==> config.mk <==
export PLATFORM = sky130hd
export DESIGN_NAME = pixel_unpacker
export DESIGN_NICKNAME = d
export VERILOG_FILES = /design/src/rtl/pxu_pkg.sv /design/src/rtl/pxu_mode_decode.sv /design/src/rtl/pxu_expand.sv /design/src/rtl/pixel_unpacker.sv
export SDC_FILE = /design/constraint.sdc
export NUM_CORES = 1
export LEC_CHECK = 0
export BUFFER_PORTS_ARGS = -buffer_cell sky130_fd_sc_hd__buf_2
export CAP_MARGIN = 10
export CORE_MARGIN = 2
export CORE_UTILIZATION = 39
export CTS_CLUSTER_DIAMETER = 80
export DETAILED_ROUTE_END_ITERATION = 12
export PLACE_DENSITY_LB_ADDON = 0.05
export SLEW_MARGIN = 40
export SYNTH_ARGS = -nofsm -noshare
export SYNTH_HDL_FRONTEND = slang
export SYNTH_SLANG_ARGS = --single-unit
==> constraint.sdc <==
create_clock -name clk -period 6.3 [get_ports clk]
set_input_delay 0.63 -clock clk [delete_from_list [all_inputs] [get_ports clk]]
set_output_delay 0.63 -clock clk [all_outputs]
set_load 0.01 [all_outputs]
==> src/rtl/pxu_pkg.sv <==
package pxu_pkg;
    parameter int WORD_W = 32;
    parameter int PIX_W  = 24;
    parameter int IDX_W  = 8;
    localparam int BUF_W = WORD_W + PIX_W;
    localparam int CNT_W = $clog2(BUF_W + 1);

    typedef enum logic [1:0] {
        FMT_GRAY = 2'd0,
        FMT_PAL  = 2'd1,
        FMT_565  = 2'd2,
        FMT_RGB  = 2'd3
    } fmt_e;

    typedef struct packed {
        logic [BUF_W-1:0] acc;
        logic [CNT_W-1:0] cnt;
        fmt_e             fmt;
        logic             lut_wait;
        logic [IDX_W-1:0] idx;
        logic [PIX_W-1:0] rgb;
        logic             und;
    } pxu_state_t;
endpackage

==> src/rtl/pxu_mode_decode.sv <==
module pxu_mode_decode
    import pxu_pkg::*;
(
    input  logic [1:0]       depth,
    input  logic             pseudo,
    input  fmt_e             cur_fmt,
    output fmt_e             new_fmt,
    output logic [CNT_W-1:0] pix_bits
);
    always_comb begin
        if (depth[1])      new_fmt = FMT_RGB;
        else if (depth[0]) new_fmt = FMT_565;
        else if (pseudo)   new_fmt = FMT_PAL;
        else               new_fmt = FMT_GRAY;
    end

    always_comb begin
        case (cur_fmt)
            FMT_RGB: pix_bits = CNT_W'(PIX_W);
            FMT_565: pix_bits = CNT_W'(16);
            default: pix_bits = CNT_W'(IDX_W);
        endcase
    end
endmodule

==> src/rtl/pxu_expand.sv <==
module pxu_expand
    import pxu_pkg::*;
(
    input  fmt_e             fmt,
    input  logic [PIX_W-1:0] raw,
    output logic [PIX_W-1:0] rgb
);
    logic [15:0] c16;
    logic [7:0]  g8;

    assign c16 = raw[PIX_W-1 -: 16];
    assign g8  = raw[PIX_W-1 -: 8];

    always_comb begin
        case (fmt)
            FMT_RGB: rgb = raw;
            FMT_565: rgb = {c16[15:11], 3'b000, c16[10:5], 2'b00, c16[4:0], 3'b000};
            default: rgb = {g8, g8, g8};
        endcase
    end
endmodule

==> src/rtl/pixel_unpacker.sv <==
module pixel_unpacker
    import pxu_pkg::*;
(
    input  logic              clk,
    input  logic              rst_n,
    input  logic              video_en,
    input  logic [1:0]        cfg_depth,
    input  logic              cfg_pseudo,
    input  logic              pix_en,
    input  logic              word_valid,
    input  logic [WORD_W-1:0] word_data,
    output logic              word_ready,
    output logic              lut_req,
    output logic [IDX_W-1:0]  lut_idx,
    input  logic              lut_ack,
    input  logic [WORD_W-1:0] lut_entry,
    output logic [PIX_W-1:0]  pix_rgb,
    output logic              pix_underrun
);
    pxu_state_t       s_d, s_q;
    fmt_e             cfg_fmt;
    logic [CNT_W-1:0] pix_bits;
    logic             need_word;
    logic [BUF_W-1:0] merged, src;
    logic [PIX_W-1:0] raw_bits, exp_rgb;

    pxu_mode_decode u_dec (
        .depth    (cfg_depth),
        .pseudo   (cfg_pseudo),
        .cur_fmt  (s_q.fmt),
        .new_fmt  (cfg_fmt),
        .pix_bits (pix_bits)
    );

    pxu_expand u_exp (
        .fmt (s_q.fmt),
        .raw (raw_bits),
        .rgb (exp_rgb)
    );

    assign need_word  = s_q.cnt < pix_bits;
    assign merged     = s_q.acc | ({word_data, {PIX_W{1'b0}}} >> s_q.cnt);
    assign src        = need_word ? merged : s_q.acc;
    assign raw_bits   = src[BUF_W-1 -: PIX_W];
    assign word_ready = video_en && pix_en && !s_q.lut_wait && need_word;

    always_comb begin
        s_d = s_q;
        if (!video_en) begin
            s_d.fmt      = cfg_fmt;
            s_d.acc      = '0;
            s_d.cnt      = '0;
            s_d.lut_wait = 1'b0;
            s_d.rgb      = '0;
            s_d.und      = 1'b0;
        end else if (s_q.lut_wait) begin
            if (lut_ack) begin
                s_d.rgb      = lut_entry[PIX_W-1:0];
                s_d.lut_wait = 1'b0;
            end
        end else if (pix_en) begin
            if (need_word && !word_valid) begin
                s_d.und = 1'b1;
            end else begin
                s_d.und = 1'b0;
                s_d.acc = src << pix_bits;
                s_d.cnt = s_q.cnt + (need_word ? CNT_W'(WORD_W) : CNT_W'(0)) - pix_bits;
                if (s_q.fmt == FMT_PAL) begin
                    s_d.lut_wait = 1'b1;
                    s_d.idx      = raw_bits[PIX_W-1 -: IDX_W];
                end else begin
                    s_d.rgb = exp_rgb;
                end
            end
        end
    end

    always_ff @(posedge clk or negedge rst_n) begin
        if (!rst_n) begin
            s_q <= '{acc: '0, cnt: '0, fmt: FMT_GRAY, lut_wait: 1'b0,
                     idx: '0, rgb: '0, und: 1'b0};
        end else begin
            s_q <= s_d;
        end
    end

    assign lut_req      = s_q.lut_wait;
    assign lut_idx      = s_q.idx;
    assign pix_rgb      = s_q.rgb;
    assign pix_underrun = s_q.und;
endmodule

==> metrics.md, run 1 <==
| Metric | Value |
|---|---|
| Status | finished, final reports clean |
| Routability Congestion | just over 0.9 |
| Seq/Total Area, Yosys | 0.349 |
| R2R setup slack | 2.78 ns |
| Post-DP HPWL | 17400 µm |
| Initial antenna violation count | 0 |
| Async S/R FF share, synth | 1.00 |
| IO Pins | 108 |
| Final period util | 0.587 |
| Total global routing overflow | 0 |
| Post-CTS Setup Bufs | 0 |
| Inserted Diodes | 0 |
| First-pass DRT Iterations | 5 |
| First-pass GRT wire length | approximately 38000 µm |
| DRC | 0 |
| Post-layout min period | 3.70 ns |
| Vias in the first global route | 6123 |
| CTS tree | built |
| Drt total wl | 24800 µm |
| Post-DRT Antenna Nets | 0 |
| Worst setup SP type | flop |
| Slew Viols, Final | 0 |
| PwrDens | 272 nW/µm² |
| Root Buffer | clkbuf_16 |
| Count of final setup violators | 0 |
| Slew Limit Headroom | 0.434 |
| Dpl cells | 972 |
| Nets | 839 |
| CP Capture Type | output pin |
| Initial Utilization | 0.399 |
| Num CTS Buffers | 9 |
| Number of synthesized flops with an enable pin | 0 |
| RSZ-0062 raised after global routing | false |
| Yosys reg bits | 96 |
| Critical Path Source | s_q[35] |
| Worst r2r path cells | 8 |
| Number of DRC markers in iteration 0 | about 570 |
| Die height | 137 µm |
| Ys flop type | dfrtp_1 |
| CP max FO | 19 |
| DR vias | roughly 6300 |
| Max Freq | around 270 MHz |
| Fin Hold WS | approximately 0.23 ns |
| Commonest non-fill, non-tap cell in the layout | buf_2 |
| Reg2Reg Launch Point | s_q[35] |
| Max-cap violations | 0 |
| # rows | 48 |
| Pin count of the biggest net entering global routing | 64 |
| Overall Global Routing Usage | 0.272 |
| Endpoint of the worst register-to-register path | pix_rgb[5] |
| Post-cts hold buffer count | 0 |
| Gate Count Post-Synth | 721 |
| Crit path kind | flop to output pin |
| Synth Net Count | 802 |
| Clock transition at path regs | ~0.07 ns |
| Synth unique cells | 72 |
| Pleak | 0.00327 µW |
| Layout Skew | 0.00871 ns |
| Cell area after synthesis | a little under 7000 µm² |
| DR WL/cell | 25.1 µm |
| DR vias/cell | 6.39 |
| Synth warn | 0 |
| Max H-tree Level | 3 |
| Core area | between 15000 and 20000 µm² |
| Die area | 18700 µm² |
| Most frequent cells in the layout | buf_2, dfrtp_1, nand2_1 |
| Layout cells sized above 1 | 0.275 |
| Max Root-Sink Buffers | 2 |
| HP Class | primary input to async pin |
| Clk_lat worst skew | 0.36 ns |
| Setup TNS | 0 ns |
| I/O Buffers | 99 |
| CTS resizes | 0 |
| Final Hold Fails | 0 |
| Sink Count | 96 |
| Slew @ Worst Pin | 0.847 ns |
| VDD IR-drop max | 0.000141 V |
| Die X | about 140 µm |
| Critical Path AT | around 3.1 ns |
| Post-Layout Cell Count | 988 |
| Avg Inst Size Synth | 9.54 µm² |
| CP endpoint | word_ready |
| Crit path required time | 5.67 ns |
| Area delta synth->final | 11.0% |
==> layer usage <==
metal,track usage,part of all wire,vias up
met5,0,0,-
met4,0.123,0.035,0
met3,0.0430,0.081,51
met2,0.431,0.46,329
met1,0.368,0.42,3150
li1,-,-,2784
==> critical path, stage by stage (launching register included) <==
cell and delay [ns]:
dfrtp_1 0.33, buf_4 0.29, inv_1 0.22, ha_1 0.28, nor2_4 0.50, nand2_1 0.61
nor2_1 0.29, buf_2 0.17
==> power by group <==
group          internal [µW]  switching [µW]  total, µW
logic                    264             484        749
clock network            359             252        611
registers                682            37.5        720
==> state kept, by name, summed over array words and instances, names as in the netlist <==
name          count
lut_idx           8
lut_req           1
pix_underrun      1
s_q              62
pix_rgb          24
==> per-stage QoR <==
stage               instance area [µm²]  total power, µW  setup slack, ns   util
finish                             7630             2080             2.60  0.443
global route                       7630             2180             2.49  0.443
detailed placement                 7300             1470             2.81  0.424
CTS                                7620             2090             2.67  0.442
floorplan                          6880             1240             3.53      -
global placement                   7280             1460             2.85  0.422
==> Yosys cell counts (12+ instances only) <==
cell / n / share of area
nor2_1: 55 / 0.030
o221ai_1: 13 / 0.017
nand2_1: 59 / 0.032
a21oi_1: 36 / 0.026
buf_2: 20 / 0.015
a22oi_1: 19 / 0.021
buf_4: 38 / 0.041
a21o_1: 12 / 0.013
a221oi_1: 14 / 0.018
mux4_2: 17 / 0.056
mux2i_1: 25 / 0.036
a22o_1: 14 / 0.018
clkbuf_1: 30 / 0.016
and2_1: 18 / 0.016
o21ai_0: 50 / 0.036
mux2_2: 28 / 0.046
dfrtp_1: 96 / 0.35
==> logic make-up after synthesis <==
kind of cell	Yosys count	synth area share
multiplexers	72	0.142
AO/OA/AOI/OAI	264	0.283
AND/OR/NAND/NOR	177	0.124
flip-flops	96	0.349
buffers and inverters	102	0.0846
XOR/XNOR	2	0.00255
adder cells (fa/ha/maj)	8	0.0146
==> worst min-delay path by stage <==
stage,startpoint,endpoint,slack (ns),cells past startpoint
final,rst_n,s_q[38],0.23,1
after global routing,rst_n,s_q[38],0.27,1
after CTS,rst_n,s_q[38],0.25,1
after detailed placement,pix_rgb[22],pix_rgb[22],0.47,2
after global placement,pix_rgb[22],pix_rgb[22],0.46,2
after floorplan,rst_n,lut_idx[0],0.33,0
==> cell type report <==
| type | instances | area, µm² |
|---|---|---|
| inverter | 10 | 37.5 |
| fill | 1735 | 9600 |
| timing repair buffer | 118 | 648 |
| tap | 225 | 282 |
| multi-input combinational | 523 | 3940 |
| clock inverter | 5 | 81.3 |
| sequential | 96 | 2400 |
| clock buffer | 11 | 243 |
No activity file was read; power rests on OpenSTA's default activity.
==> inputs of run 2 (changes only) <==
- clock period: 6.3 -> 3.2 ns (I/O delays scaled with it)
==> run 2 against run 1 <==
Against the previous run: routed wire length is 6.3% higher; power rose by 100%; sequential cell count is the same; largest cell class unchanged; highest routed layer unchanged.
==> metrics.md, run 2 (synthesis gave the netlist of run 1 again) <==
| Metric | Value |
|---|---|
| Status | finished, final reports clean |
| HP Class | primary input to flop |
| Die X | 137 µm (unchanged) |
| Die area | 18700 µm² (unchanged) |
| Worst setup SP type | flop |
| Count of final setup violators | 0 (unchanged) |
| Net Sw Power | 1570 µW (+100%) |
| Final Hold Fails | 0 (unchanged) |
| Slew @ Worst Pin | 0.865 ns (+0.0180 ns) |
| Net Sw Frac | 0.368 (-0.00410) |
| Commonest non-fill, non-tap cell in the layout | buf_2 |
| Total global routing overflow | 0 (unchanged) |
| Sequential share of power | 0.332 (-0.014) |
| DR WL/cell | 26.0 µm (+3.9%) |
| Slew Limit Headroom | 0.418 (-0.0160) |
| Drt total wl | 26300 µm (+6.3%) |
| I/O Buffers | 99 (unchanged) |
| First-pass GRT wire length | 39400 µm (+4.8%) |
| Clock transition at path regs | 0.07 ns (about the same) |
| Layout Skew | 0.00840 ns (-0.000318 ns) |
| Reg2Reg Launch Point | s_q[35] |
| Hold Crit Endpoint | lut_req |
| Max Freq | 352 MHz |
| Clk_lat worst skew | 0.36 ns (about the same) |
| Clk pwr share | 0.306 (+0.012) |
| Crit path kind | flop to output pin |
| Max H-tree Level | 3 (unchanged) |
| Initial antenna violation count | 0 (unchanged) |
| # rows | 48 (unchanged) |
| Die height | 137 µm (unchanged) |
| Worst r2r path cells | 7 (-1) |
| Layout cells sized above 1 | 0.291 (+0.0161) |
| Critical Path Source | s_q[35] |
| CP Capture Type | output pin |
| Max-cap violations | 0 (unchanged) |
| Post-DRT Antenna Nets | 0 (unchanged) |
| Most flop-heavy register | s_q |
| IO Pins | 108 (unchanged) |
| Critical Path AT | 2.52 ns (-0.55 ns) |
| DR vias/cell | 6.33 (-0.97%) |
| Area of all placed cells without fillers | 7840 µm² (+2.7%) |
| Setup TNS | 0 ns (unchanged) |
| Nets | 862 (+2.7%) |
| Post-CTS Setup Bufs | 0 (unchanged) |
| Post-layout min period | between 2 and 3 ns |
| Number of DRC markers in iteration 0 | 551 (-3.8%) |
| CTS tree | built |
| Footprint of the multi-input gates | 3920 µm² (-0.57%) |
| PwrDens | 542 nW/µm² (+99%) |
| Hold Path Origin | lut_ack |
| Seq. cell area | 2400 µm² (unchanged) |
| Combinational share of power | 0.362 (+0.002) |
| Endpoint of the worst register-to-register path | s_q[90] |
| Num CTS Buffers | 9 (unchanged) |
| Placed cell areas | 7480 µm² (+2.5%) |
| Overall Global Routing Usage | 0.288 (+0.0160) |
| Max Root-Sink Buffers | 2 (unchanged) |
| First-pass DRT Iterations | 5 (unchanged) |
| Final period util | 0.887 |
| Routability Congestion | 0.911 (-0.73%) |
| Root Buffer | clkbuf_16 |
| Fill cells | 1677 (-3.3%) |
| Most frequent cells in the layout | buf_2, dfrtp_1, nand2_1 |
| CP max FO | 12 (-7) |
| Pin count of the biggest net entering global routing | 59 (-7.8%) |
| Post-DP HPWL | 18900 µm (+8.6%) |
| Slew Viols, Final | 0 (unchanged) |
| Sink Count | 96 (unchanged) |
| Internal power | 2690 µW (+110%) |
| Max FFs per register | 62 (unchanged) |
| DR vias | 6398 (+1.3%) |
| Crit path required time | 2.88 ns (-2.79 ns) |
| Pleak | 0.00340 µW (+4.1%) |
| Initial Utilization | 0.399 (unchanged) |
| RSZ-0062 raised after global routing | false |
| Vias in the first global route | 6201 (+1.3%) |
| VDD IR-drop max | 0.000297 V (+110%) |
| Area delta synth->final | 14.0% |
| Inserted Diodes | 0 (unchanged) |
| Hold depth | 2 |
| Core area | 17200 µm² (unchanged) |
| DRC | 0 (unchanged) |
| R2R setup slack | 0.39 ns (-2.39 ns) |
[run 2: cell types whose count changed in the layout (fill, tap and decap cells not counted), sizes merged]
cell	delta
buf	+22
bufinv	+1
clkinv	-1
clkinvlp	-1
dlygate4sd3	+1
inv	+1
[run 2: repair_timing]
item | 4_1_cts | 5_1_grt
resized for setup | 0 | 0
hold buffers | 1 | 0
hold endpoints to repair | 38 | 0
[run 2: metrics by stage]
stage          worst slack [ns]  total power, µW  hold WS (ns)  instances  utilization
2_1_floorplan             0.455             2440        0.0244        721            -
3_3_place_gp              0.472             2940         0.331        994        0.434
3_5_place_dp              0.460             2950         0.334        994        0.434
4_1_cts                   0.388             4260         0.167       1011        0.455
5_1_grt                   0.224             4440         0.172       1011        0.455
6_report                  0.363             4250         0.182       1011        0.455
[run 2: metal layers]
| metal | wire length, µm | part of all wire | global-route usage | vias up |
|---|---|---|---|---|
| met4 | 1010 | 0.038 | 0.129 | 0 |
| met2 | 12400 | 0.47 | 0.469 | 343 |
| met3 | 1970 | 0.075 | 0.0448 | 54 |
| met1 | 11000 | 0.42 | 0.379 | 3169 |
| li1 | - | - | - | 2832 |
| met5 | 0 | 0 | 0 | - |
[run 2: worst max-delay path by stage]
stage | slack (ns) | cells after the start | end
global placement | 0.47 | 7 | s_q[90]
CTS | 0.39 | 6 | word_ready
floorplan | 0.46 | 12 | s_q[87]
finish | 0.36 | 6 | word_ready
detailed placement | 0.46 | 7 | s_q[90]
global route | 0.22 | 8 | s_q[90]
[run 2: area by class of cell]
class	count	share of cell area
multi-input combinational	523	0.500
timing repair buffer	141	0.109
sequential	96	0.307
tap	225	0.0359
clock buffer	11	0.0310
clock inverter	5	0.0132
inverter	10	0.00479
[run 2: power by group through the flow]
stage	clock network (µW)	registers [µW]	logic (µW)
6_report	1300	1410	1540
3_5_place_dp	0	1440	1510
3_3_place_gp	0	1430	1500
2_1_floorplan	0	1420	1020
5_1_grt	1370	1430	1640
4_1_cts	1330	1410	1520
[run 2: worst max-delay path, stage by stage (launching register included)]
cell and delay (ns):
dfrtp_1 0.37, inv_1 0.07, ha_1 0.31, nand2b_1 0.40, nand2_1 0.57, nor2_1 0.26
buf_2 0.17
==> inputs of run 3 (changes only) <==
- CORE_MARGIN: 2 -> unset
==> run 3 against run 2 <==
Against the previous run: largest power group unchanged; sequential share of layout area barely moved; power decreased by 1.7%; non-clock buffer count unchanged; routed wire length fell by 3.6%; clock power shrank 5%.
==> metrics.md, run 3 (synthesis gave the netlist of run 1 again) <==
| Metric | Value |
|---|---|
| Status | finished, final reports clean |
| Area delta synth->final | 14.0% (about the same) |
| # rows | 48 (unchanged) |
| Most flop-heavy register | s_q |
| Final worst slack | 0.342 ns (-0.0209 ns) |
| Overall Global Routing Usage | 0.289 (+0.000608) |
| Met1 Use GR | 0.385 (+0.00633) |
| Count of final setup violators | 0 (unchanged) |
| Most frequent cells in the layout | buf_2, dfrtp_1, nand2_1 |
| Dpl cells | 994 (unchanged) |
| CP Capture Type | output pin |
| Global routing's busiest layer | met2 |
| Core area | 17200 µm² (unchanged) |
| First-pass GRT wire length | 38500 µm (-2.3%) |
| VDD IR-drop max | 0.000271 V (-8.8%) |
| Fill cells | 1693 (+0.95%) |
| Max Root-Sink Buffers | 2 (unchanged) |
| Post-DP HPWL | 18200 µm (-3.5%) |
| Clock transition at path regs | 0.07 ns (about the same) |
| Drt total wl | 25400 µm (-3.6%) |
| CP max FO | 17 (+5) |
| WP buf/inv | 3 (+1) |
| Die area | 18200 µm² (-2.9%) |
| Vias in the first global route | 6148 (-0.85%) |
| First-pass DRT Iterations | 5 (unchanged) |
| Setup WS pre-CTS | 0.493 ns (+0.0330 ns) |
| DR vias | 6439 (+0.64%) |
| IO Pins | 108 (unchanged) |
| Crit path kind | flop to output pin |
| Die X | 135 µm (-1.5%) |
| Worst setup SP type | flop |
| Layout Skew | 0.0101 ns (+0.00173 ns) |
| Slew Limit Headroom | 0.496 (+0.0775) |
| Max H-tree Level | 3 (unchanged) |
| Commonest non-fill, non-tap cell in the layout | buf_2 |
| Root Buffer | clkbuf_16 |
| DR vias/cell | 6.37 (+0.64%) |
| Met2 usage | 0.450 (-0.0187) |
| Pin count of the biggest net entering global routing | 60 (+1.7%) |
| Critical Path AT | 2.54 ns (+0.02 ns) |
| CP max-delay cell | nand2_1 |
| CP top delay family | simple AND/OR/NAND/NOR gates |
| Crit path required time | 2.88 ns (about the same) |
| DR WL/cell | 25.1 µm (-3.6%) |
| Sink Count | 96 (unchanged) |
| Total global routing overflow | 0 (unchanged) |
| Slew Viols, Final | 0 (unchanged) |
| Inserted Diodes | 0 (unchanged) |
| HP Class | primary input to flop |
| Clk_lat worst skew | 0.36 ns (about the same) |
| I/O Buffers | 99 (unchanged) |
| DRC | 0 (unchanged) |
| Die height | 135 µm (-1.5%) |
| Critical-path cell list | buf_4 -> nand2_1 -> ha_1 -> nand2b_1 -> buf_4 -> nand2_1 -> nor2_1 -> buf_2 |
| Initial antenna violation count | 0 (unchanged) |
| Max Freq | 350 MHz (-0.73%) |
| Pleak | 0.00339 µW (-0.26%) |
| Number of DRC markers in iteration 0 | 510 (-7.4%) |
| Routability Congestion | 0.881 (-3.3%) |
| Post-Layout Cell Count | 1011 (unchanged) |
| Num CTS Buffers | 9 (unchanged) |
| Final Hold Fails | 0 (unchanged) |
| Post-DRT Antenna Nets | 0 (unchanged) |
| Slew @ Worst Pin | 0.754 ns (-0.111 ns) |
| Nets | 862 (unchanged) |
| Post-layout min period | 2.86 ns (+0.0209 ns) |
| CTS tree | built |
| Layout cells sized above 1 | 0.293 (+0.00127) |
| Max FFs per register | 62 (unchanged) |
| CTS resizes | 0 (unchanged) |
| RSZ-0062 raised after global routing | false |
| Met3 GRT Util | 0.0424 (-0.00240) |
| Final period util | 0.893 (+0.00654) |
| Total power | 4180 µW (-1.7%) |
| CP max stage delay | 0.44 ns (-0.13 ns) |
| PwrDens | 533 nW/µm² (-1.7%) |
| Setup TNS | 0 ns (unchanged) |
| Initial Utilization | 0.399 (unchanged) |
| Max-cap violations | 0 (unchanged) |
==> run 3: final timing paths <==
kind	end	slack, ns	cells past startpoint	start
max	word_ready	0.34	8	s_q[35]
min	lut_req	0.17	2	lut_ack
max reg2reg	s_q[90]	0.39	9	s_q[35]
min reg2reg	pix_rgb[18]	0.47	2	pix_rgb[18]
max in group asynchronous	s_q[53]	2.03	3	rst_n
min in group asynchronous	s_q[34]	0.51	2	rst_n
==> run 3: routing by layer <==
| layer | up-vias | share of wire |
|---|---|---|
| li1 | 2842 | - |
| met1 | 3184 | 0.43 |
| met2 | 344 | 0.45 |
| met3 | 69 | 0.073 |
| met4 | 0 | 0.048 |
| met5 | - | 0 |
==> run 3: worst register-to-register path: stages (launching register included) <==
cell	delay (ns)
dfrtp_1	0.38
buf_4	0.23
nand2_1	0.12
ha_1	0.17
nand2b_1	0.19
buf_4	0.23
nand2_1	0.37
o21bai_1	0.68
o21ai_0	0.15
o21ai_0	0.20
==> run 3: report_power, final <==
part           internal, µW  switching, µW  leakage (µW)  total, µW
logic                   571            967       0.00194       1540
clock network           710            519      0.000159       1230
registers              1340           71.0       0.00129       1410
total                  2620           1560       0.00339       4180
==> run 3: final cells by class <==
class                   instances  area, µm²  area share
clock buffers                  10        239      0.0305
clock inverters                 6       90.1      0.0115
inverters                      10       37.5     0.00479
multi-input cells             523       3920       0.500
flip-flops and latches         96       2400       0.307
well taps                     225        282      0.0359
repair buffers                141        870       0.111
==> run 3: per-stage QoR <==
stage / hold slack (ns) / area [µm²] / util
after global routing: 0.174 / 7840 / 0.455
after global placement: 0.458 / 7490 / 0.435
final: 0.169 / 7840 / 0.455
after CTS: 0.0855 / 7820 / 0.454
after floorplan: 0.0244 / 6880 / -
after detailed placement: 0.469 / 7490 / 0.435
==> run 3: repair_timing <==
item	CTS	global route
buffers inserted	0	0
endpoints found under the hold margin	0	23
hold buffers	0	1
